File: src/rtl/i2c_slv_pkg.sv
package i2c_slv_pkg;
  typedef enum logic [2:0] {
    ST_IDLE,
    ST_ADDR,
    ST_ADDR_ACK,
    ST_WR,
    ST_WR_ACK,
    ST_RD,
    ST_RD_ACK
  } slv_state_t;

  localparam int BYTE_W = 8;
endpackage

File: src/rtl/i2c_bus_sync.sv
module i2c_bus_sync #(
  parameter int STAGES = 2
) (
  input  logic clk,
  input  logic rst,
  input  logic scl_i,
  input  logic sda_i,
  output logic sda_s,
  output logic scl_rise,
  output logic scl_fall,
  output logic start_evt,
  output logic stop_evt
);
  // one extra stage holds the previous synchronized value for edge detection
  localparam int LEN = STAGES + 1;

  logic [LEN-1:0] scl_q;
  logic [LEN-1:0] sda_q;

  always_ff @(posedge clk) begin
    if (rst) begin
      scl_q <= '1;
      sda_q <= '1;
    end else begin
      scl_q <= {scl_q[LEN-2:0], scl_i};
      sda_q <= {sda_q[LEN-2:0], sda_i};
    end
  end

  logic scl_now, scl_old, sda_old;
  assign scl_now = scl_q[STAGES-1];
  assign scl_old = scl_q[STAGES];
  assign sda_s   = sda_q[STAGES-1];
  assign sda_old = sda_q[STAGES];

  assign scl_rise  = scl_now & ~scl_old;
  assign scl_fall  = ~scl_now & scl_old;
  assign start_evt = scl_now & scl_old & sda_old & ~sda_s;
  assign stop_evt  = scl_now & scl_old & ~sda_old & sda_s;
endmodule

File: src/rtl/i2c_regbank.sv
module i2c_regbank #(
  parameter int AW = 4,
  parameter int DW = 8
) (
  input  logic          clk,
  input  logic          we,
  input  logic [AW-1:0] waddr,
  input  logic [DW-1:0] wdata,
  input  logic [AW-1:0] raddr,
  output logic [DW-1:0] rdata
);
  localparam int DEPTH = 1 << AW;

  logic [DW-1:0] mem [DEPTH];

  always_ff @(posedge clk) begin
    if (we) mem[waddr] <= wdata;
    rdata <= mem[raddr];
  end
endmodule

File: src/rtl/i2c_slave_fsm.sv
module i2c_slave_fsm
  import i2c_slv_pkg::*;
#(
  parameter int AW = 4
) (
  input  logic              clk,
  input  logic              rst,
  input  logic [6:0]        dev_addr,
  input  logic              sda_s,
  input  logic              scl_rise,
  input  logic              scl_fall,
  input  logic              start_evt,
  input  logic              stop_evt,
  input  logic [BYTE_W-1:0] rd_data,
  output logic              sda_oe,
  output logic              we,
  output logic [AW-1:0]     waddr,
  output logic [BYTE_W-1:0] wdata,
  output logic [AW-1:0]     ptr,
  output logic              idle
);
  localparam int CW = $clog2(BYTE_W + 1);
  localparam logic [CW-1:0] FULL = CW'(BYTE_W);
  localparam logic [CW-1:0] LAST = CW'(BYTE_W - 1);

  slv_state_t        st;
  logic [CW-1:0]     cnt;
  logic [BYTE_W-1:0] sh;
  logic [BYTE_W-1:0] rd_sh;
  logic              rw;
  logic              first;
  logic              mack;

  assign idle = (st == ST_IDLE);

  always_ff @(posedge clk) begin
    if (rst) begin
      st     <= ST_IDLE;
      cnt    <= '0;
      sh     <= '0;
      rd_sh  <= '0;
      rw     <= 1'b0;
      first  <= 1'b0;
      mack   <= 1'b0;
      sda_oe <= 1'b0;
      we     <= 1'b0;
      waddr  <= '0;
      wdata  <= '0;
      ptr    <= '0;
    end else begin
      we <= 1'b0;
      if (stop_evt) begin
        st     <= ST_IDLE;
        sda_oe <= 1'b0;
      end else if (start_evt) begin
        st     <= ST_ADDR;
        cnt    <= '0;
        sda_oe <= 1'b0;
      end else begin
        unique case (st)
          ST_ADDR: begin
            if (scl_rise && cnt < FULL) begin
              sh  <= {sh[BYTE_W-2:0], sda_s};
              cnt <= cnt + 1'b1;
            end else if (scl_fall && cnt == FULL) begin
              cnt <= '0;
              if (sh[BYTE_W-1:1] == dev_addr) begin
                sda_oe <= 1'b1;
                rw     <= sh[0];
                st     <= ST_ADDR_ACK;
              end else begin
                st <= ST_IDLE;
              end
            end
          end
          ST_ADDR_ACK: begin
            if (scl_fall) begin
              cnt <= '0;
              if (rw) begin
                rd_sh  <= rd_data;
                sda_oe <= ~rd_data[BYTE_W-1];
                st     <= ST_RD;
              end else begin
                sda_oe <= 1'b0;
                first  <= 1'b1;
                st     <= ST_WR;
              end
            end
          end
          ST_WR: begin
            if (scl_rise && cnt < FULL) begin
              sh  <= {sh[BYTE_W-2:0], sda_s};
              cnt <= cnt + 1'b1;
            end else if (scl_fall && cnt == FULL) begin
              cnt    <= '0;
              sda_oe <= 1'b1;
              st     <= ST_WR_ACK;
              if (first) begin
                ptr   <= sh[AW-1:0];
                first <= 1'b0;
              end else begin
                we    <= 1'b1;
                waddr <= ptr;
                wdata <= sh;
                ptr   <= ptr + 1'b1;
              end
            end
          end
          ST_WR_ACK: begin
            if (scl_fall) begin
              sda_oe <= 1'b0;
              st     <= ST_WR;
            end
          end
          ST_RD: begin
            if (scl_fall) begin
              if (cnt == LAST) begin
                cnt    <= '0;
                sda_oe <= 1'b0;
                ptr    <= ptr + 1'b1;
                st     <= ST_RD_ACK;
              end else begin
                rd_sh  <= rd_sh << 1;
                sda_oe <= ~rd_sh[BYTE_W-2];
                cnt    <= cnt + 1'b1;
              end
            end
          end
          ST_RD_ACK: begin
            if (scl_rise) begin
              mack <= ~sda_s;
            end else if (scl_fall) begin
              if (mack) begin
                rd_sh  <= rd_data;
                sda_oe <= ~rd_data[BYTE_W-1];
                st     <= ST_RD;
              end else begin
                st <= ST_IDLE;
              end
            end
          end
          default: ;
        endcase
      end
    end
  end
endmodule

File: src/rtl/i2c_strap_slave.sv
module i2c_strap_slave
  import i2c_slv_pkg::*;
#(
  parameter int         AW          = 4,
  parameter int         SYNC_STAGES = 2,
  parameter logic [6:0] ADDR_LO     = 7'h5C,
  parameter logic [6:0] ADDR_HI     = 7'h5D
) (
  input  logic clk,
  input  logic rst,
  input  logic scl_i,
  input  logic sda_i,
  input  logic strap_i,
  output logic sda_oe
);
  logic sel_valid, addr_sel;
  logic [6:0] dev_addr;

  // strap is captured once, then the pin belongs to another function
  always_ff @(posedge clk) begin
    if (rst) begin
      sel_valid <= 1'b0;
      addr_sel  <= 1'b0;
    end else if (!sel_valid) begin
      sel_valid <= 1'b1;
      addr_sel  <= strap_i;
    end
  end

  assign dev_addr = addr_sel ? ADDR_HI : ADDR_LO;

  logic sda_s, scl_rise, scl_fall, start_raw, stop_evt, start_go;

  i2c_bus_sync #(.STAGES(SYNC_STAGES)) u_sync (
    .clk       (clk),
    .rst       (rst),
    .scl_i     (scl_i),
    .sda_i     (sda_i),
    .sda_s     (sda_s),
    .scl_rise  (scl_rise),
    .scl_fall  (scl_fall),
    .start_evt (start_raw),
    .stop_evt  (stop_evt)
  );

  assign start_go = start_raw & sel_valid;

  logic              reg_we, fsm_idle;
  logic [AW-1:0]     reg_waddr, ptr;
  logic [BYTE_W-1:0] reg_wdata, reg_rdata;

  i2c_slave_fsm #(.AW(AW)) u_fsm (
    .clk       (clk),
    .rst       (rst),
    .dev_addr  (dev_addr),
    .sda_s     (sda_s),
    .scl_rise  (scl_rise),
    .scl_fall  (scl_fall),
    .start_evt (start_go),
    .stop_evt  (stop_evt),
    .rd_data   (reg_rdata),
    .sda_oe    (sda_oe),
    .we        (reg_we),
    .waddr     (reg_waddr),
    .wdata     (reg_wdata),
    .ptr       (ptr),
    .idle      (fsm_idle)
  );

  i2c_regbank #(.AW(AW), .DW(BYTE_W)) u_regs (
    .clk   (clk),
    .we    (reg_we),
    .waddr (reg_waddr),
    .wdata (reg_wdata),
    .raddr (ptr),
    .rdata (reg_rdata)
  );
endmodule

File: config.mk
export PLATFORM = sky130hd
export DESIGN_NAME = i2c_strap_slave
export DESIGN_NICKNAME = d
export VERILOG_FILES = /design/src/rtl/i2c_slv_pkg.sv /design/src/rtl/i2c_bus_sync.sv /design/src/rtl/i2c_regbank.sv /design/src/rtl/i2c_slave_fsm.sv /design/src/rtl/i2c_strap_slave.sv
export SDC_FILE = /design/constraint.sdc
export NUM_CORES = 1
export LEC_CHECK = 0
export BUFFER_PORTS_ARGS = -buffer_cell sky130_fd_sc_hd__buf_2
export CORE_ASPECT_RATIO = 1.5
export CORE_MARGIN = 4
export CORE_UTILIZATION = 30
export CTS_CLUSTER_DIAMETER = 40
export DETAILED_ROUTE_END_ITERATION = 6
export HOLD_SLACK_MARGIN = 0.06
export PLACE_DENSITY = 0.55
export SYNTH_ARGS = -nofsm -noshare
export SYNTH_HDL_FRONTEND = slang
export SYNTH_SLANG_ARGS = --single-unit
File: constraint.sdc
create_clock -name clk -period 5.5 [get_ports clk]
set_input_delay 1.1 -clock clk [delete_from_list [all_inputs] [get_ports clk]]
set_output_delay 1.1 -clock clk [all_outputs]
set_load 0.1 [all_outputs]
-- Word-level counts from Yosys, hierarchy flattened
Memory sizes are Yosys's and may differ from the RTL's. A register that Yosys moved wholly into a read port is not among the register bits.
Cells that the tools add are included.
- register bits after elaboration: 51
- bits in latches: 0
- bits in writable memories: 128
- memory bits (read-only): 0
- input port bits: 5
- output and inout port bits: 1
- logic and storage cells: 159
- memories: 1
- memories (name ; words ; width ; rd ports ; clocked after memory_dff ; write ports ; RTL line ; RTL):
    u_regs.mem ; 16 ; 8 ; 1 ; 1 ; 1 ; i2c_regbank.sv:14 ; logic [DW-1:0] mem [DEPTH];
- add/subtract/negate cells: 2
- multipliers: 0
- div/mod/pow operators: 0
- magnitude comparators: 1
- eq/ne operators: 35
- shifts and indexed selects: 0
- mux-type cells: 60
- bitwise operators: 20
- reduce and logical (&&, ||, !) cells: 23
- operators with widths (cell ; number):
    $mux 7 ; 7
    $mux 4 ; 11
    $mux 3 ; 12
    $mux 1 ; 23
    $reduce_and 11->1 ; 2
    $ne 3x2->1 const B ; 7
    $pmux 7 s3 ; 1
    $ne 2x1->1 const B ; 10
    $pmux 3 s6 ; 1
    $reduce_and 7->1 ; 2
    $not 1->1 ; 12
    $pmux 4 s3 ; 1
    $reduce_and 12->1 ; 1
    $reduce_and 6->1 ; 2
    $ne 2x2->1 const B ; 5
    $reduce_and 10->1 ; 1
    $eq 3x3->1 const B ; 3
    $ne 3x3->1 const B ; 3
    $add 4x1->4 const B ; 2
    $and 1x1->1 ; 8
    $pmux 4 s2 ; 1
    $reduce_and 4->1 ; 2
    $eq 7x7->1 ; 1
    $reduce_bool 7->1 ; 1
    other kinds (18) ; 22

-- Logic depth before layout (Yosys ltp)
Gate-level depths: netlist (run 1).
- word-level depth: 7
- depth in mapped cells: 7
- mapped depth without buffers: 6

-- By module
Synthesis (run 1) repeated with hierarchy kept, for this count alone.
- cell total of the unflattened synthesis: 544
- area total of the unflattened synthesis: 7757.4 um^2
- modules (own cells, without submodules) (module ; instances ; cells an instance ; area an instance (um^2)):
    i2c_regbank ; 1 ; 229 ; 5147.4
    i2c_slave_fsm ; 1 ; 291 ; 2347.3
    i2c_bus_sync ; 1 ; 16 ; 190.2
    i2c_strap_slave ; 1 ; 8 ; 72.6

-- Worst setup path before layout (run 1)
No wires, ideal clock.
- path type: reg-to-output
- from: register u_fsm.sda_oe
- to: output port sda_oe
- arrival time: 0.924 ns
- setup slack: 3.476 ns
- cell stages (with the launch flop): 1
- path buffers: 0
- cell sequence: dfxtp_1
- RTL lines (element ; RTL line ; RTL):
    start, declared ; i2c_slave_fsm.sv:15 ; output logic sda_oe,
    start signal, assigned ; i2c_slave_fsm.sv:81 ; sda_oe <= ~rd_data[BYTE_W-1];
    start signal, assigned ; i2c_slave_fsm.sv:124 ; sda_oe <= ~rd_sh[BYTE_W-2];
    start signal, assigned ; i2c_slave_fsm.sv:135 ; sda_oe <= ~rd_data[BYTE_W-1];
    end, declared ; i2c_strap_slave.sv:14 ; output logic sda_oe
No word-level cell between the ends.

-- Final worst setup path (run 1)
- from: register u_fsm.st[0]
- to: register u_fsm.rd_sh[6]
- word-level cells in the longest chain between the ends: 3
- elaborated cells on any way between the ends: 13
- RTL lines (element ; RTL line ; RTL):
    start, declared ; i2c_slave_fsm.sv:26 ; slv_state_t st;
    start signal, assigned ; i2c_slave_fsm.sv:38 ; st <= ST_IDLE;
    start signal, assigned ; i2c_slave_fsm.sv:53 ; st <= ST_IDLE;
    start signal, assigned ; i2c_slave_fsm.sv:56 ; st <= ST_ADDR;
    $eq 3x3->1 or $eq 3x2->1 (tied branches) ; i2c_slave_fsm.sv:60 ; unique case (st)
    $ne 2x2->1 (no line), or another cell as far along ; - ;
    $reduce_and 10->1 (no line) ; - ;
    end signal, assigned ; i2c_slave_fsm.sv:80 ; rd_sh <= rd_data;
    end signal, assigned ; i2c_slave_fsm.sv:123 ; rd_sh <= rd_sh << 1;
    end signal, assigned ; i2c_slave_fsm.sv:134 ; rd_sh <= rd_data;
    end, declared ; i2c_slave_fsm.sv:29 ; logic [BYTE_W-1:0] rd_sh;
Several ways; a longest one is shown, not always the timed one.
A chain may end at the register's enable or synchronous reset.

==> impl_metrics.sql, run 1 <==
INSERT INTO impl_metrics (metric_group, metric, value, unit) VALUES
('status', 'status', 'completed', ''),
('setup_path', 'cp.arrival', '2.83', 'ns'),
('setup_path', 'crit_chain', 'nand3b_1, o22ai_1, a2111o_1, mux2_4', ''),
('die', 'design.die.area', '0.02829', 'mm^2'),
('clock_tree', 'cts_tree', 'yes', ''),
('timing', 'setup_viol_count_final', '0', ''),
('setup_path', 'timing.critical_path.to_type', 'flip-flop', ''),
('detailed_routing', 'drt.antenna.violating_nets', '0', ''),
('synth', 'ys_seq_area_frac', '0.6539', ''),
('power', 'p_switching', '0.5659', 'mW'),
('timing', 'max_slew_margin', '0.2714', ''),
('final_layout', 'final_net_count', '511', ''),
('min_path', 'worstHoldEndpoint', 'u_sync.scl_q[1]$_SDFF_PP1_', ''),
('final_layout', 'antenna-diode-count', '0', ''),
('synth', 'synth_area_per_cell', '15.22', 'um^2'),
('global_route', 'antenna_violations_before_repair', '0', ''),
('detailed_routing', 'drt_iter0_drc', '277', ''),
('detailed_routing', 'via_cell_ratio', '4.954', ''),
('final_layout', 'most_frequent_cells_in_the_layout', 'sky130_fd_sc_hd__edfxtp_1 (128), sky130_fd_sc_hd__dfxtp_1 (58), sky130_fd_sc_hd__mux4_2 (40)', ''),
('final_layout', 'final_non_filler_cell_total', '843', ''),
('die', 'core.rowCount', '71', ''),
('setup_path', 'reg2reg_from', 'u_fsm.st[0]$_SDFFE_PP0P_', ''),
('timing', 'min_period', '2.525', 'ns'),
('synth', 'synth_warnings', '0', ''),
('power', 'power_frac_clock', '0.454', ''),
('placed_design', 'gp_routability_congestion', '0.8422', ''),
('clock_tree', 'post-cts-setup-buffers', '0', ''),
('die', 'die_y_extent', '204.0', 'um'),
('setup_path', 'critical-path-slowest-cell', 'sky130_fd_sc_hd__dfxtp_1', ''),
('power', 'p_per_area', '324.5', 'mW/mm^2'),
('clock_tree', 'cts-root-to-sink-buffers', '2', ''),
('synth', 'synth_enable_flop_cells', '128', ''),
('global_route', 'global_route.usage.total', '0.1151', ''),
('synth', 'syn_nets', '513', ''),
('setup_path', 'worst_path_largest_cell_delay', '0.83', 'ns'),
('timing', 'clock-skew-final', '0.01357', 'ns'),
('clock_tree', 'cts_num_sinks', '187', ''),
('timing', 'finalHoldViolations', '0', ''),
('clock_tree', 'cts_hold_buffers', '0', ''),
('clock_tree', 'cts-root-buf', 'sky130_fd_sc_hd__clkbuf_16', ''),
('synth', 'yosys_most_used_dff', 'sky130_fd_sc_hd__edfxtp_1', ''),
('placed_design', 'dp.final_hpwl', '10.62', 'mm'),
('min_path', 'whs_path_depth', '1', ''),
('setup_path', 'critical_path_peak_fanout', '23', ''),
('global_route', 'first_global_vias', '4441', ''),
('timing', 'final-max-slew-violation-count', '0', ''),
('die', 'floorplan.io_pins', '6', ''),
('synth', 'asyncSetResetFlopFracSynth', '0', ''),
('global_route', 'pin_count_of_the_biggest_net_entering_global_routing', '52', ''),
('min_path', 'worst_hold_start', 'u_sync.scl_q[0]$_SDFF_PP1_', ''),
('setup_path', 'rr_endpoint', 'u_fsm.rd_sh[6]$_SDFFE_PP0P_', ''),
('power', 'pwr-share-seq', '0.536', ''),
('setup_path', 'crit_path_start_kind', 'flip-flop', ''),
('synth', 'post_synth_inst_count', '505', ''),
('setup_path', 'cp_data_required_time', '5.80', 'ns'),
('timing', 'fmax', '396.0', 'MHz'),
('power', 'internal_portion_of_total_power', '2.223', 'mW'),
('detailed_routing', 'postRouteWirelength', '15.54', 'mm'),
('die', 'floorplan.core_area', '0.02514', 'mm^2'),
('power', 'p_comb_frac', '0.010', ''),
('setup_path', 'timing.critical_path.from', 'u_fsm.st[0]$_SDFFE_PP0P_', ''),
('flow_run', 'cap_violations', '0', ''),
('setup_path', 'ff2ff_path_depth', '4', ''),
('final_layout', 'layout_commonest_cell', 'sky130_fd_sc_hd__edfxtp_1', ''),
('die', 'floorplan.initialDensity', '0.3057', ''),
('clock_tree', 'cts_resized', '0', ''),
('synth', 'mappedNetlistArea', '0.007685', 'mm^2'),
('synth', 'number_of_synthesized_register_bits', '187', ''),
('clock_tree', 'htree_levels', '4', ''),
('timing', 'transition_time_at_the_pin_with_the_least_slew_margin', '1.085', 'ns'),
('die', 'die_w', '138.7', 'um');
[power by group through the flow]
stage / logic (mW) / registers [mW] / clock network, mW
after global placement: 0.0268 / 1.53 / 0
after CTS: 0.0273 / 1.49 / 1.30
final: 0.0271 / 1.49 / 1.27
after floorplan: 0.0272 / 1.52 / 0
after global routing: 0.0302 / 1.49 / 1.36
after detailed placement: 0.0271 / 1.53 / 0
[per-stage QoR]
stage | worst slack, ns | cell area [um^2] | total power, mW | hold slack (ns) | util
after floorplan | 3.476 | 7685 | 1.546 | 0.3895 | -
after global placement | 3.027 | 7983 | 1.553 | 0.3976 | 0.3175
after detailed placement | 2.952 | 7983 | 1.553 | 0.3989 | 0.3175
after CTS | 3.013 | 8592 | 2.819 | 0.4150 | 0.3418
after global routing | 2.818 | 8592 | 2.882 | 0.4354 | 0.3418
final | 2.975 | 8592 | 2.788 | 0.4113 | 0.3418
[flip-flops by register name, indices dropped and copies added, names as in the netlist, 3 cells and up]
name          cells
u_fsm.cnt         4
u_fsm.ptr         4
u_fsm.rd_sh       7
u_fsm.sh          8
u_fsm.st          3
u_fsm.waddr       4
u_fsm.wdata       8
u_regs.mem      128
u_regs.rdata      8
u_sync.scl_q      3
u_sync.sda_q      3
[routing by layer]
layer	up-vias	part of all wire	track usage
met5	-	0	0
met3	10	0.022	0.02200
met2	68	0.56	0.2112
li1	1941	-	-
met4	0	0.016	0.04790
met1	2157	0.40	0.1310
[cell usage after synthesis, types with 2 or more instances]
library cell / n / share of area
sky130_fd_sc_hd__edfxtp_1: 128 / 0.50
sky130_fd_sc_hd__dfxtp_1: 59 / 0.15
sky130_fd_sc_hd__mux4_2: 40 / 0.12
sky130_fd_sc_hd__nand2_1: 35 / 0.017
sky130_fd_sc_hd__nor2_1: 34 / 0.017
sky130_fd_sc_hd__a21oi_1: 22 / 0.014
sky130_fd_sc_hd__mux2i_1: 19 / 0.025
sky130_fd_sc_hd__nand3_1: 14 / 0.0091
sky130_fd_sc_hd__clkbuf_1: 12 / 0.0059
sky130_fd_sc_hd__nor2b_1: 12 / 0.0098
sky130_fd_sc_hd__o21ai_0: 9 / 0.0059
sky130_fd_sc_hd__buf_2: 8 / 0.0052
sky130_fd_sc_hd__inv_1: 8 / 0.0039
sky130_fd_sc_hd__nand2b_1: 7 / 0.0057
sky130_fd_sc_hd__nor3_1: 7 / 0.0046
sky130_fd_sc_hd__or2_2: 7 / 0.0057
sky130_fd_sc_hd__buf_6: 6 / 0.0088
sky130_fd_sc_hd__mux2_4: 6 / 0.012
sky130_fd_sc_hd__nand3b_1: 6 / 0.0059
sky130_fd_sc_hd__a22oi_1: 4 / 0.0039
sky130_fd_sc_hd__and3b_1: 4 / 0.0046
sky130_fd_sc_hd__o22ai_1: 4 / 0.0033
sky130_fd_sc_hd__a31oi_1: 3 / 0.0024
sky130_fd_sc_hd__buf_4: 3 / 0.0029
sky130_fd_sc_hd__ha_1: 3 / 0.0049
sky130_fd_sc_hd__o31ai_1: 3 / 0.0029
sky130_fd_sc_hd__a2111oi_0: 2 / 0.0023
sky130_fd_sc_hd__a211oi_1: 2 / 0.0020
sky130_fd_sc_hd__a31o_2: 2 / 0.0023
sky130_fd_sc_hd__and2_1: 2 / 0.0016
sky130_fd_sc_hd__nand4_1: 2 / 0.0016
sky130_fd_sc_hd__nand4b_1: 2 / 0.0023
sky130_fd_sc_hd__xor2_1: 2 / 0.0023
[area by class of cell]
| cell class | instances | area, um^2 |
|---|---|---|
| Sequential cell | 187 | 5026 |
| Fill cell | 2403 | 16550 |
| Clock inverter | 14 | 183.9 |
| Tap cell | 328 | 410.4 |
| Inverter | 8 | 30.03 |
| Clock buffer | 17 | 425.4 |
| Multi-Input combinational cell | 280 | 2461 |
| Timing Repair Buffer | 9 | 55.05 |
[critical path: cells and delay by family, from the launching register on]
family	cells	cell delay (ns)
muxes	1	0.34
DFF	1	0.83
and+or+nand+nor	1	0.54
AOI/OAI and AO/OA	2	0.69
[cell families (layout without fill, tap and decap cells)]
family | count (synthesis) | after routing | synth area share
flip-flops | 187 | 187 | 0.6539
AND/OR/NAND/NOR | 145 | 145 | 0.1021
AO/OA/AOI/OAI | 65 | 65 | 0.05601
multiplexers | 65 | 65 | 0.1537
buffers and inverters | 38 | 48 | 0.02719
adder cells (fa/ha/maj) | 3 | 3 | 0.004885
XOR/XNOR | 2 | 2 | 0.002280
[worst max path at each step]
stage | endpoint | slack (ns) | depth (start not counted)
2_1_floorplan | sda_oe | 3.48 | 0
3_3_place_gp | u_fsm.ptr[2]$_SDFFE_PP0P_ | 3.03 | 4
3_5_place_dp | u_fsm.ptr[2]$_SDFFE_PP0P_ | 2.95 | 4
4_1_cts | u_fsm.rd_sh[6]$_SDFFE_PP0P_ | 3.01 | 4
5_1_grt | u_fsm.waddr[1]$_SDFFE_PP0P_ | 2.82 | 4
6_report | u_fsm.rd_sh[6]$_SDFFE_PP0P_ | 2.97 | 4
Note: power is estimated with default switching activity, not from simulation.
==> inputs of run 2 (changes only) <==
Settings changed: PLACE_DENSITY 0.55 to 0.56.
Clock period 5.5 ns to 2.3 ns, I/O delays scaled along.
==> run 2 against run 1 <==
Final area grew 2.5%. Clock-buffer cell count grew 3. Fmax grew 25%. Non-clock buffer count grew 26. Sequential power grew 140%. Routed wire length grew 3.5%. Clock skew shrank 0.0020 ns. Sequential cell count is the same.
==> impl_metrics.sql, run 2 (synthesis gave the netlist of run 1 again) <==
INSERT INTO impl_metrics (metric_group, metric, value, unit) VALUES
('global_route', 'gr_ovfl_total', '0', ''),
('timing', 'fmax', '494.0', 'MHz'),
('die', 'floorplan.core_area', '0.02514', 'mm^2'),
('final_layout', 'num-fill-cells', '2341', ''),
('placed_design', 'dp.final_hpwl', '11.32', 'mm'),
('min_path', 'min-delay-path-class', 'input port to flip-flop', ''),
('timing', 'fin_tns_setup', '0', 'ns'),
('clock_tree', 'cts-root-to-sink-buffers', '2', ''),
('status', 'status', 'completed', ''),
('clock_tree', 'cts_num_sinks', '187', ''),
('timing', 'final-max-slew-violation-count', '0', ''),
('setup_path', 'cp.arrival', '2.34', 'ns'),
('setup_path', 'crit_chain', 'inv_1, ha_1, nor4bb_2, a22o_1, nand4b_1, a31oi_1', ''),
('clock_tree', 'clk-insertion-delay-late', '0.43', 'ns'),
('global_route', 'global_route.usage.total', '0.1177', ''),
('clock_tree', 'cts_tree', 'yes', ''),
('die', 'floorplan.initialDensity', '0.3057', ''),
('global_route', 'pin_count_of_the_biggest_net_entering_global_routing', '37', ''),
('detailed_routing', 'via_cell_ratio', '4.954', ''),
('timing', 'transition_time_at_the_pin_with_the_least_slew_margin', '0.6880', 'ns'),
('die', 'core.rowCount', '71', ''),
('final_layout', 'sequential_standard_cell_area', '0.005026', 'mm^2'),
('final_layout', 'final_net_count', '537', ''),
('setup_path', 'worst_path_largest_cell_delay', '0.53', 'ns'),
('placed_design', 'numPlacedInstances', '838', ''),
('detailed_routing', 'drt_iter0_drc', '272', ''),
('detailed_routing', 'drt.antenna.violating_nets', '0', ''),
('power', 'totalPowerFinal', '6.665', 'mW'),
('setup_path', 'worstSetupPathType', 'flip-flop to flip-flop', ''),
('detailed_routing', 'postRouteWirelength', '16.09', 'mm'),
('final_layout', 'antenna-diode-count', '0', ''),
('final_layout', 'multiInputGateArea', '0.002460', 'mm^2'),
('clock_tree', 'clkSlewWorstSetupHoldPaths', '0.07', 'ns'),
('setup_path', 'worstPathBufferInverterCount', '1', ''),
('clock_tree', 'cts-root-buf', 'sky130_fd_sc_hd__clkbuf_16', ''),
('timing', 'finalHoldViolations', '0', ''),
('placed_design', 'gp_routability_congestion', '0.8623', ''),
('final_layout', 'drive_above_1_share', '0.2380', ''),
('setup_path', 'timing.critical_path.to_type', 'flip-flop', ''),
('timing', 'grt_setup_unrepaired', 'no', ''),
('detailed_routing', 'route.detailed.drc', '0', ''),
('timing', 'max_slew_margin', '0.5407', ''),
('detailed_routing', 'drt_first_pass_iters', '4', ''),
('setup_path', 'cp_data_required_time', '2.62', 'ns'),
('timing', 'min_period', '2.024', 'ns'),
('detailed_routing', 'total_via_count_after_detailed_routing', '4310', ''),
('timing', 'setup_viol_count_final', '0', ''),
('placed_design', 'buffer_ports.inserted', '5', ''),
('die', 'floorplan.io_pins', '6', ''),
('global_route', 'antenna_violations_before_repair', '0', ''),
('flow_run', 'cap_violations', '0', ''),
('final_layout', 'layout_commonest_cell', 'sky130_fd_sc_hd__edfxtp_1', ''),
('detailed_routing', 'wl_per_cell', '18.49', 'um'),
('clock_tree', 'htree_levels', '4', ''),
('power', 'max-vdd-ir-drop', '0.5262', 'mV'),
('die', 'die_w', '138.7', 'um'),
('setup_path', 'reg2reg_from', 'u_fsm.cnt[0]$_SDFFE_PP0P_', ''),
('final_layout', 'largest_register_ffs', '128', ''),
('final_layout', 'most_frequent_cells_in_the_layout', 'sky130_fd_sc_hd__edfxtp_1 (128), sky130_fd_sc_hd__dfxtp_1 (58), sky130_fd_sc_hd__mux4_2 (40)', ''),
('final_layout', 'regMostFlops', 'u_regs.mem', ''),
('timing', 'clock-skew-final', '0.01159', 'ns'),
('clock_tree', 'numCtsBuffers', '17', ''),
('timing', 'post_route_fraction_of_the_period_consumed_by_the_critical_path', '0.8802', ''),
('setup_path', 'timing.critical_path.from', 'u_fsm.cnt[0]$_SDFFE_PP0P_', ''),
('setup_path', 'critical_path_peak_fanout', '5', ''),
('die', 'design.die.area', '0.02829', 'mm^2'),
('power', 'p_per_area', '756.7', 'mW/mm^2'),
('setup_path', 'crit_family', 'simple AND/OR/NAND/NOR gates', ''),
('global_route', 'first_global_vias', '4603', ''),
('power', 'p_leak', '2.916', 'nW'),
('setup_path', 'crit_path_start_kind', 'flip-flop', ''),
('final_layout', 'final_non_filler_cell_total', '870', ''),
('setup_path', 'critical-path-slowest-cell', 'sky130_fd_sc_hd__nor4bb_2', ''),
('global_route', 'wire_length_of_the_first_global_routing_pass', '25.61', 'mm'),
('final_layout', 'area_growth_syn_to_layout', '14.62', '%'),
('die', 'die_y_extent', '204.0', 'um'),
('min_path', 'worst_hold_start', 'sda_i', '');
==> run 2: cell types whose count changed in the layout (fill, tap and decap cells not counted), sizes merged <==
cell | before | now
clkinvlp | 2 | 4
clkinv | 2 | 1
inv | 15 | 12
clkbuf | 17 | 20
buf | 9 | 35
==> run 2: power breakdown <==
group,switching [mW],internal [mW]
Clock,1.26,1.75
Sequential,0.0124,3.55
Combinational,0.0544,0.0302
Total,1.33,5.34
==> run 2: worst paths after layout <==
path	end	slack, ns	cells past startpoint
max	u_fsm.ptr[0]$_SDFFE_PP0P_	0.28	6
min	u_sync.sda_q[0]$_SDFF_PP1_	0.22	2
max reg2reg	u_fsm.ptr[0]$_SDFFE_PP0P_	0.28	6
min reg2reg	u_sync.scl_q[1]$_SDFF_PP1_	0.42	1
==> run 2: routing by layer <==
metal | up-vias | GRT usage | part of all wire
met5 | - | 0 | 0
met4 | 0 | 0.06119 | 0.035
met3 | 45 | 0.02341 | 0.024
met2 | 89 | 0.2233 | 0.56
met1 | 2188 | 0.1216 | 0.38
li1 | 1988 | - | -
==> run 2: repair_timing <==
item,CTS,global route
hold buffers,0,0
setup endpoints to repair,0,2
resized for setup,0,2
buffers inserted,0,0
==> run 2: metrics by stage <==
step | setup WS [ns] | util | hold WS (ns) | instance area (um^2)
finish | 0.2755 | 0.3504 | 0.2160 | 8808
global route | 0.1475 | 0.3504 | 0.2102 | 8808
CTS | 0.1291 | 0.3500 | 0.1998 | 8800
detailed placement | 0.1373 | 0.3259 | 0.4155 | 8193
global placement | 0.1549 | 0.3259 | 0.4228 | 8193
floorplan | 0.4577 | - | 0.3895 | 7685
==> run 2: layout make-up <==
| type | count | share of cell area |
|---|---|---|
| Timing Repair Buffer | 35 | 0.03125 |
| Tap cell | 328 | 0.04659 |
| Clock inverter | 12 | 0.01818 |
| Sequential cell | 187 | 0.5706 |
| Inverter | 8 | 0.003409 |
| Clock buffer | 20 | 0.05071 |
| Multi-Input combinational cell | 280 | 0.2793 |
==> inputs of run 3 (changes only) <==
Settings changed: PLACE_DENSITY 0.56 to not set, REMOVE_ABC_BUFFERS set to 1.
Clock period 2.3 ns to 1.8 ns, I/O delays scaled along.
==> run 3 against run 2 <==
Sequential cell count unchanged. Largest cell class unchanged. Via count grew 3.1%. Clock-buffer cell count decreased by 3. Clock skew shrank 0.00077 ns.
==> impl_metrics.sql, run 3 (synthesis gave the netlist of run 1 again) <==
INSERT INTO impl_metrics (metric_group, metric, value, unit) VALUES
('final_layout', 'final_util', '0.3626', ''),
('clock_tree', 'cts-root-buf', 'sky130_fd_sc_hd__clkbuf_16', ''),
('final_layout', 'regMostFlops', 'u_regs.mem', ''),
('flow_run', 'cap_violations', '0', ''),
('power', 'max-vdd-ir-drop', '0.6911', 'mV'),
('min_path', 'min-delay-path-class', 'input port to flip-flop', ''),
('timing', 'min_period', '1.793', 'ns'),
('timing', 'max_slew_margin', '0.5368', ''),
('global_route', 'antenna_violations_before_repair', '0', ''),
('global_route', 'pin_count_of_the_biggest_net_entering_global_routing', '37', ''),
('final_layout', 'most_frequent_cells_in_the_layout', 'sky130_fd_sc_hd__edfxtp_1 (128), sky130_fd_sc_hd__dfxtp_1 (52), sky130_fd_sc_hd__buf_4 (50)', ''),
('clock_tree', 'cts_num_sinks', '187', ''),
('final_layout', 'layout_commonest_cell', 'sky130_fd_sc_hd__edfxtp_1', ''),
('final_layout', 'final_non_filler_cell_total', '897', ''),
('power', 'p_sw_frac', '0.2110', ''),
('final_layout', 'final_net_count', '564', ''),
('placed_design', 'dp.final_hpwl', '11.53', 'mm'),
('setup_path', 'cp.arrival', '2.11', 'ns'),
('clock_tree', 'numCtsBuffers', '17', ''),
('final_layout', 'drive_above_1_share', '0.3040', ''),
('power', 'p_comb_frac', '0.016', ''),
('clock_tree', 'htree_levels', '4', ''),
('setup_path', 'cp_data_required_time', '2.12', 'ns'),
('timing', 'fmax', '557.6', 'MHz'),
('timing', 'post_route_fraction_of_the_period_consumed_by_the_critical_path', '0.9963', ''),
('placed_design', 'numPlacedInstances', '862', ''),
('timing', 'fin_tns_setup', '0', 'ns'),
('timing', 'setup_viol_count_final', '0', ''),
('timing', 'finalHoldViolations', '0', ''),
('status', 'status', 'completed', ''),
('clock_tree', 'cts-root-to-sink-buffers', '2', ''),
('setup_path', 'critical_path_peak_fanout', '7', ''),
('die', 'design.die.area', '0.02829', 'mm^2'),
('clock_tree', 'clk-insertion-delay-late', '0.43', 'ns'),
('clock_tree', 'clkSlewWorstSetupHoldPaths', '0.07', 'ns'),
('detailed_routing', 'wl_per_cell', '18.48', 'um'),
('clock_tree', 'cts_tree', 'yes', ''),
('power', 'pwr-share-seq', '0.536', ''),
('detailed_routing', 'drt.antenna.violating_nets', '0', ''),
('setup_path', 'crit_path_start_kind', 'flip-flop', ''),
('die', 'floorplan.initialDensity', '0.3057', ''),
('timing', 'setup_slack', '0.006628', 'ns'),
('timing', 'final-max-slew-violation-count', '0', ''),
('global_route', 'first_global_vias', '4739', ''),
('global_route', 'wire_length_of_the_first_global_routing_pass', '26.90', 'mm'),
('die', 'floorplan.io_pins', '6', ''),
('placed_design', 'buffer_ports.inserted', '5', ''),
('detailed_routing', 'route.detailed.drc', '0', ''),
('final_layout', 'antenna-diode-count', '0', ''),
('power', 'internal_portion_of_total_power', '6.692', 'mW'),
('timing', 'transition_time_at_the_pin_with_the_least_slew_margin', '0.6938', 'ns'),
('die', 'die_w', '138.7', 'um'),
('placed_design', 'gp_routability_congestion', '0.8017', ''),
('die', 'die_y_extent', '204.0', 'um'),
('die', 'floorplan.core_area', '0.02514', 'mm^2'),
('placed_design', 'post_dp_cell_area', '0.008411', 'mm^2'),
('global_route', 'gr_ovfl_total', '0', ''),
('power', 'p_per_area', '930.5', 'mW/mm^2'),
('power', 'power_frac_clock', '0.448', ''),
('global_route', 'global_route.usage.total', '0.1230', ''),
('detailed_routing', 'drt_first_pass_iters', '4', ''),
('final_layout', 'area_growth_syn_to_layout', '18.61', '%'),
('power', 'p_switching', '1.789', 'mW'),
('placed_design', 'dp_slack', '-0.1976', 'ns'),
('timing', 'grt_setup_unrepaired', 'yes', ''),
('setup_path', 'worstSetupPathType', 'flip-flop to flip-flop', ''),
('final_layout', 'largest_register_ffs', '128', ''),
('final_layout', 'final_design_area_no_fill', '0.009115', 'mm^2'),
('die', 'core.rowCount', '71', ''),
('detailed_routing', 'drt_iter0_drc', '333', ''),
('final_layout', 'num-fill-cells', '2354', ''),
('detailed_routing', 'via_cell_ratio', '4.955', ''),
('timing', 'clock-skew-final', '0.01082', 'ns'),
('setup_path', 'timing.critical_path.to_type', 'flip-flop', ''),
('detailed_routing', 'postRouteWirelength', '16.58', 'mm'),
('detailed_routing', 'total_via_count_after_detailed_routing', '4445', ''),
('power', 'p_leak', '3.068', 'nW');
run 3: changes by cell type in the layout (fill, tap and decap cells not counted), sizes merged:
cell	before	now
clkbuf	20	17
inv	12	16
bufinv	3	2
buf	35	62
run 3: worst paths after layout:
kind / start / depth (start not counted) / end / slack [ns]
max: u_fsm.cnt[0]$_SDFFE_PP0P_ / 5 / u_fsm.rd_sh[4]$_SDFFE_PP0P_ / 0.007
min: sda_i / 2 / u_sync.sda_q[0]$_SDFF_PP1_ / 0.11
max reg2reg: u_fsm.cnt[0]$_SDFFE_PP0P_ / 5 / u_fsm.rd_sh[4]$_SDFFE_PP0P_ / 0.007
min reg2reg: u_sync.scl_q[0]$_SDFF_PP1_ / 1 / u_sync.scl_q[1]$_SDFF_PP1_ / 0.41
run 3: layout make-up:
cell class	instances	area (um^2)	share of cell area
Timing Repair Buffer	62	523.0	0.05738
Inverter	8	30.03	0.003294
Multi-Input combinational cell	280	2514	0.2758
Tap cell	328	410.4	0.04502
Clock buffer	17	425.4	0.04667
Clock inverter	15	176.4	0.01935
Sequential cell	187	5036	0.5525
run 3: metrics by stage:
step	power (mW)	hold slack, ns
after floorplan	4.703	0.3895
after global placement	4.770	0.3944
after detailed placement	4.774	0.3932
after CTS	8.587	0.08101
after global routing	8.767	0.09776
final	8.481	0.1137
run 3: power groups by stage:
stage	clock, mW	combinational (mW)	sequential [mW]
finish	3.80	0.138	4.55
global route	4.07	0.151	4.54
CTS	3.91	0.131	4.54
detailed placement	0	0.131	4.64
global placement	0	0.127	4.64
floorplan	0	0.0494	4.65
run 3: timing repair:
action / 4_1_cts / 5_1_grt
pin swaps: 2 / 3
hold buffers: 0 / 0
endpoints found under the setup margin: 15 / 19
setup buffers: 1 / 2
resized for setup: 10 / 15
run 3: critical path, cell delays in order, from the launching register on:
cell                       delay (ns)
sky130_fd_sc_hd__dfxtp_1         0.33
sky130_fd_sc_hd__ha_2            0.20
sky130_fd_sc_hd__nand3b_1        0.14
sky130_fd_sc_hd__o22ai_1         0.11
sky130_fd_sc_hd__a2111o_2        0.57
sky130_fd_sc_hd__mux2_4          0.34
run 3: routing by layer:
| metal | track usage | vias up | share of wire |
|---|---|---|---|
| li1 | - | 2052 | - |
| met1 | 0.1338 | 2274 | 0.38 |
| met2 | 0.2311 | 91 | 0.56 |
| met3 | 0.01896 | 28 | 0.024 |
| met4 | 0.06154 | 0 | 0.032 |
| met5 | 0 | - | 0 |
